## config.mk

```make
export PLATFORM = sky130hd
export DESIGN_NAME = lock_det_hyst
export DESIGN_NICKNAME = d
export VERILOG_FILES = /design/src/rtl/ld_pkg.sv /design/src/rtl/ld_classify.sv /design/src/rtl/ld_counter.sv /design/src/rtl/ld_flag.sv /design/src/rtl/lock_det_hyst.sv
export SDC_FILE = /design/constraint.sdc
export NUM_CORES = 1
export LEC_CHECK = 0
export BUFFER_PORTS_ARGS = -buffer_cell sky130_fd_sc_hd__buf_2
export CAP_MARGIN = 30
export CORE_MARGIN = 2
export CORE_UTILIZATION = 59
export DETAILED_ROUTE_END_ITERATION = 10
export PLACE_DENSITY = 0.87
export SLEW_MARGIN = 15
export SYNTH_ARGS = -nofsm -noshare
export SYNTH_HDL_FRONTEND = slang
export SYNTH_SLANG_ARGS = --single-unit
export TNS_END_PERCENT = 10
```

## constraint.sdc

```tcl
create_clock -name clk -period 5.6 [get_ports clk]
set_clock_uncertainty 0.05 [all_clocks]
set_input_delay 1.12 -clock clk [delete_from_list [all_inputs] [get_ports clk]]
set_output_delay 1.12 -clock clk [all_outputs]
set_load 0.05 [all_outputs]
```

## src/rtl/ld_pkg.sv

```systemverilog
package ld_pkg;
  typedef enum logic [1:0] {
    SMP_NONE = 2'd0,
    SMP_IN   = 2'd1,
    SMP_OUT  = 2'd2
  } smp_kind_t;
endpackage

```

## src/rtl/ld_classify.sv

```systemverilog
module ld_classify
  import ld_pkg::*;
#(
  parameter int ERR_W = 24
) (
  input  logic             vld,
  input  logic [ERR_W-1:0] err,
  input  logic [ERR_W-1:0] thr,
  output smp_kind_t        kind
);
  logic [ERR_W-1:0] mag;

  // magnitude as unsigned; the most negative value maps to 2^(ERR_W-1)
  always_comb begin
    mag = err[ERR_W-1] ? (~err + ERR_W'(1)) : err;
    if (!vld)           kind = SMP_NONE;
    else if (mag <= thr) kind = SMP_IN;
    else                 kind = SMP_OUT;
  end
endmodule

```

## src/rtl/ld_counter.sv

```systemverilog
module ld_counter
  import ld_pkg::*;
#(
  parameter int CNT_W = 12
) (
  input  logic             clk,
  input  logic             rst,
  input  logic             init,
  input  smp_kind_t        kind,
  input  logic [CNT_W-1:0] lock_n,
  input  logic [CNT_W-1:0] floor_n,
  output logic             set_lk,
  output logic             drop_lk
);
  logic [CNT_W-1:0] cnt, nxt;

  always_comb begin
    nxt     = cnt;
    set_lk  = 1'b0;
    drop_lk = 1'b0;
    case (kind)
      SMP_IN: begin
        if (cnt < lock_n) nxt = cnt + CNT_W'(1);
        if (nxt == lock_n) set_lk = 1'b1;
      end
      SMP_OUT: begin
        if (cnt > floor_n) nxt = cnt - CNT_W'(1);
        if (nxt == floor_n) begin
          nxt     = '0;
          drop_lk = 1'b1;
        end
      end
      default: ;
    endcase
  end

  always_ff @(posedge clk) begin
    if (rst || init) cnt <= '0;
    else             cnt <= nxt;
  end


  cnt_cap_chk: assert property (@(posedge clk) disable iff (rst)
    !init |-> cnt <= lock_n);

  idle_hold_chk: assert property (@(posedge clk) disable iff (rst)
    (!init && kind == SMP_NONE) |=> $stable(cnt));

  init_clear_chk: assert property (@(posedge clk) disable iff (rst)
    init |=> cnt == '0);
endmodule

```

## src/rtl/ld_flag.sv

```systemverilog
module ld_flag (
  input  logic clk,
  input  logic rst,
  input  logic init,
  input  logic set_lk,
  input  logic drop_lk,
  output logic locked,
  output logic lost
);
  always_ff @(posedge clk) begin
    if (rst || init) begin
      locked <= 1'b0;
      lost   <= 1'b0;
    end else begin
      lost <= drop_lk;
      if (drop_lk)     locked <= 1'b0;
      else if (set_lk) locked <= 1'b1;
    end
  end


  lost_unlocked_chk: assert property (@(posedge clk) disable iff (rst)
    lost |-> !locked);
endmodule

```

## src/rtl/lock_det_hyst.sv

```systemverilog
module lock_det_hyst
  import ld_pkg::*;
#(
  parameter int ERR_W = 24,
  parameter int CNT_W = 12
) (
  input  logic             clk,
  input  logic             rst,
  input  logic             init,
  input  logic             smp_vld,
  input  logic [ERR_W-1:0] smp_err,
  input  logic [ERR_W-1:0] cfg_thresh,
  input  logic [CNT_W-1:0] cfg_lock_cnt,
  input  logic [CNT_W-1:0] cfg_unlock_cnt,
  output logic             locked,
  output logic             lost_lock
);
  logic [ERR_W-1:0] thr_q;
  logic [CNT_W-1:0] lock_q, floor_q;
  smp_kind_t        kind;
  logic             set_lk, drop_lk;

  always_ff @(posedge clk) begin
    if (rst) begin
      thr_q   <= '0;
      lock_q  <= '0;
      floor_q <= '0;
    end else if (init) begin
      thr_q   <= cfg_thresh;
      lock_q  <= cfg_lock_cnt;
      floor_q <= cfg_unlock_cnt;
    end
  end

  ld_classify #(.ERR_W(ERR_W)) u_cls (
    .vld (smp_vld && !init),
    .err (smp_err),
    .thr (thr_q),
    .kind(kind)
  );

  ld_counter #(.CNT_W(CNT_W)) u_cnt (
    .clk    (clk),
    .rst    (rst),
    .init   (init),
    .kind   (kind),
    .lock_n (lock_q),
    .floor_n(floor_q),
    .set_lk (set_lk),
    .drop_lk(drop_lk)
  );

  ld_flag u_flag (
    .clk    (clk),
    .rst    (rst),
    .init   (init),
    .set_lk (set_lk),
    .drop_lk(drop_lk),
    .locked (locked),
    .lost   (lost_lock)
  );


  cfg_hold_chk: assert property (@(posedge clk) disable iff (rst)
    !init |=> ($stable(thr_q) && $stable(lock_q) && $stable(floor_q)));

  lock_rise_chk: assert property (@(posedge clk) disable iff (rst)
    $rose(locked) |-> $past(smp_vld && !init));

  lost_cause_chk: assert property (@(posedge clk) disable iff (rst)
    lost_lock |-> $past(smp_vld && !init));
endmodule

```

==> flow_summary.ini <==
[outcome]
status = completed

[clock_tree]
clkLatencyLatePin_ns = 0.36
postCtsSetupRepairBufs = 0
clockBufferDepth = 2
cts-htree-levels = 3
cts_sinks = 62
cts_made_buffers = 9
path_clk_slew_ns = 0.08
cts_root_buffer = clkbuf_8
cts_tree = built

[detailed_routing]
route.detailed.drc = 0
vias_per_cell = 6.072
first_iter_violations = 341
wl_per_cell_um = 16.50
drt-total-wl_um = 13610
dr.pass1.iters = 6
antenna_left = 0
num_vias = 5009

[die]
core_sq_um = 8678
rows = 34
die_w_um = 98.48
initial_utilization = 0.6068
die-area_sq_um = 9697
die_y_um = 98.48
io_pins = 78

[setup_path]
worstPathRequired_ns = 5.82
arrival_ns = 5.48
cp-start-kind = input port
slowest_stage = or4_1
cp_slowest_stage_delay_ns = 0.55
worstReg2RegEnd = u_cnt.cnt[8]
timing.rr.start = u_cnt.cnt[3]
cp_max_fo = 17
crit_path_end_kind = flop
path_buf_inv = 2
crit_type = input port to flop
reg2reg_depth = 10
r2r_slack_ns = 1.73
path_delay_family = simple AND/OR/NAND/NOR gates
crit_path_cell_trace = buf_2 > or4_1 > or4_1 > nand2b_1 > o41ai_2 > xnor2_1 > ha_1 > nand4_1 > nor4_2 > nand2_1 > or3_2 > o21ai_4 > buf_12 > a31oi_1 > or3_1 > a31oi_1

[sta]
tightest_slew_ns = 0.8809
setup_viol = 0
relSlewSlack = 0.4127
max_freq_mhz = 190.4
hold_violations = 0
fin_crit_ns = 5.252
slew_viol_final = 0
holdWs_ns = 0.4298
post-route-period-util = 0.9378
setup_ws_ns = 0.3484
rsz0062_at_grt = no

[synthesis]
ys_seq_area_frac = 0.2357
synthCells = 653
synth_top_flop_cell = dfxtp_1
yosysUniqueCellTypes = 67
syn_area_sq_um = 5266
yosysWarnings = 0
synth_seq_cells = 62
synthArstFlopShare = 0
synth-edff-count = 0
syn_avg_cell_area_sq_um = 8.065
synth.net_count = 779

[final_layout]
layout.nets = 838
layout-drive-gt1-share = 0.1618
area_delta_synth_final_pct = 11.02
final_common_cell = nor2_1
final_cell_mix = nor2_1, buf_2, dfxtp_1
antenna_cells = 0

[global_routing]
grt_pass1_wl_um = 22340
grt_pass1_vias = 4811
grt_start_max_net_pins = 54
grt_use_total = 0.2795
globalRoute.totalOverflow = 0
antenna_found_initial = 0

[power_and_ir_drop]
total_power_mw = 1.361
powerDensity_nw_per_um2 = 232.8
ir_drop_mv = 0.1431
leakage_nw = 2.580

[worst_hold_path]
whs_path_depth = 2
hold_start = u_flag.locked
worst_hold_path_type = flop to flop
holdPathEnd = u_flag.locked

[placement]
dp_hpwl_um = 10070
place_ws_ns = -0.09006
portBuffers = 77
place_congestion = 0.9045

[job]
drv_cap = 0
==> how the worst max path moves through the flow <==
stage,slack (ns),start,cells past startpoint,to
floorplan,0.37,smp_err[7],15,u_cnt.cnt[6]
global placement,0.11,smp_err[7],17,u_cnt.cnt[4]
detailed placement,-0.09,smp_err[7],17,u_cnt.cnt[4]
CTS,0.24,smp_err[7],16,u_cnt.cnt[6]
global route,0.03,smp_err[7],17,u_cnt.cnt[6]
finish,0.35,smp_err[7],16,u_cnt.cnt[6]
==> tightest hold or removal path, stage by stage, from the launching register on <==
cell and delay, ns:
dfxtp_1 0.34, a31oi_1 0.04, nor2_1 0.07
==> stage by stage <==
| stage | cells | utilization | instance area, sq um | setup TNS, ns |
|---|---|---|---|---|
| 2_1_floorplan | 653 | - | 5266 | 0 |
| 3_3_place_gp | 808 | 0.6442 | 5590 | 0 |
| 3_5_place_dp | 808 | 0.6442 | 5590 | -0.4642 |
| 4_1_cts | 824 | 0.6681 | 5798 | 0 |
| 5_1_grt | 825 | 0.6737 | 5847 | 0 |
| 6_report | 825 | 0.6737 | 5847 | 0 |
==> cell usage after synthesis (3+ instances only) <==
cell        n  area share
and2_1      4      0.0048
a2111oi_0   3      0.0050
dfxtp_1    62        0.24
clkbuf_8    5       0.013
nand4_1    13       0.015
nor3_1     16       0.015
and4_1      5      0.0083
nand2b_1   10       0.012
o21ai_0    30       0.029
a31oi_1     6      0.0071
o211ai_1    6      0.0086
xnor2_1    40       0.067
o221ai_1    3      0.0050
inv_1      52       0.037
nor2_1     78       0.056
o21a_1      3      0.0043
ha_1       50        0.12
or3_1       5      0.0059
o31ai_1     6      0.0086
and3_1      3      0.0036
clkbuf_1   20       0.014
or4_1       4      0.0057
o41ai_1     5      0.0083
nand3_1    10      0.0095
a211oi_1    6      0.0086
a21o_1      3      0.0043
buf_6       6       0.013
mux2i_1    52       0.099
nand2_1    45       0.032
xor2_1     19       0.032
nor2b_1     8      0.0095
nor4_1      9       0.011
a21oi_1    25       0.024
==> report_power, final <==
| part | internal [mW] | total [mW] | leakage, nW | switching, mW |
|---|---|---|---|---|
| logic | 0.189 | 0.445 | 1.98 | 0.255 |
| registers | 0.464 | 0.492 | 0.509 | 0.0274 |
| clock network | 0.220 | 0.425 | 0.0951 | 0.205 |
| total | 0.873 | 1.36 | 2.58 | 0.488 |
==> final cells by class <==
class	count	area (sq um)
Tap cell	108	135.1
Fill cell	704	2831
Inverter	52	195.2
Timing Repair Buffer	82	455.4
Multi-Input combinational cell	505	3612
Sequential cell	62	1241
Clock buffer	10	137.6
Clock inverter	6	70.07
==> logic make-up (layout without fill, tap and decap cells) <==
logic type | after synthesis | in the layout | synth area share
flops | 62 | 62 | 0.2357
compound gates | 118 | 118 | 0.1499
simple gates | 226 | 226 | 0.2162
xor+xnor | 59 | 59 | 0.09812
fa+ha+maj | 50 | 50 | 0.1188
mux | 52 | 52 | 0.09884
buf+inv | 86 | 150 | 0.08244
==> metal layers <==
metal,global-route usage,routed length (um),vias up
met5,0,0,-
met4,0.1012,292,0
met3,0.03972,736,27
met2,0.4804,6825,191
met1,0.3583,5755,2362
li1,-,-,2429
==> registers in the layout, summed over array words and instances (netlist names) <==
| register | cells |
|---|---|
| u_flag.locked | 1 |
| thr_q | 24 |
| u_flag.lost | 1 |
| lock_q | 12 |
| u_cnt.cnt | 12 |
| floor_q | 12 |
==> what timing repair did <==
action	CTS	global route
endpoints found under the setup margin	0	12
gates resized for setup	0	3
hold buffers	0	0
(Power assumes the default switching activity.)
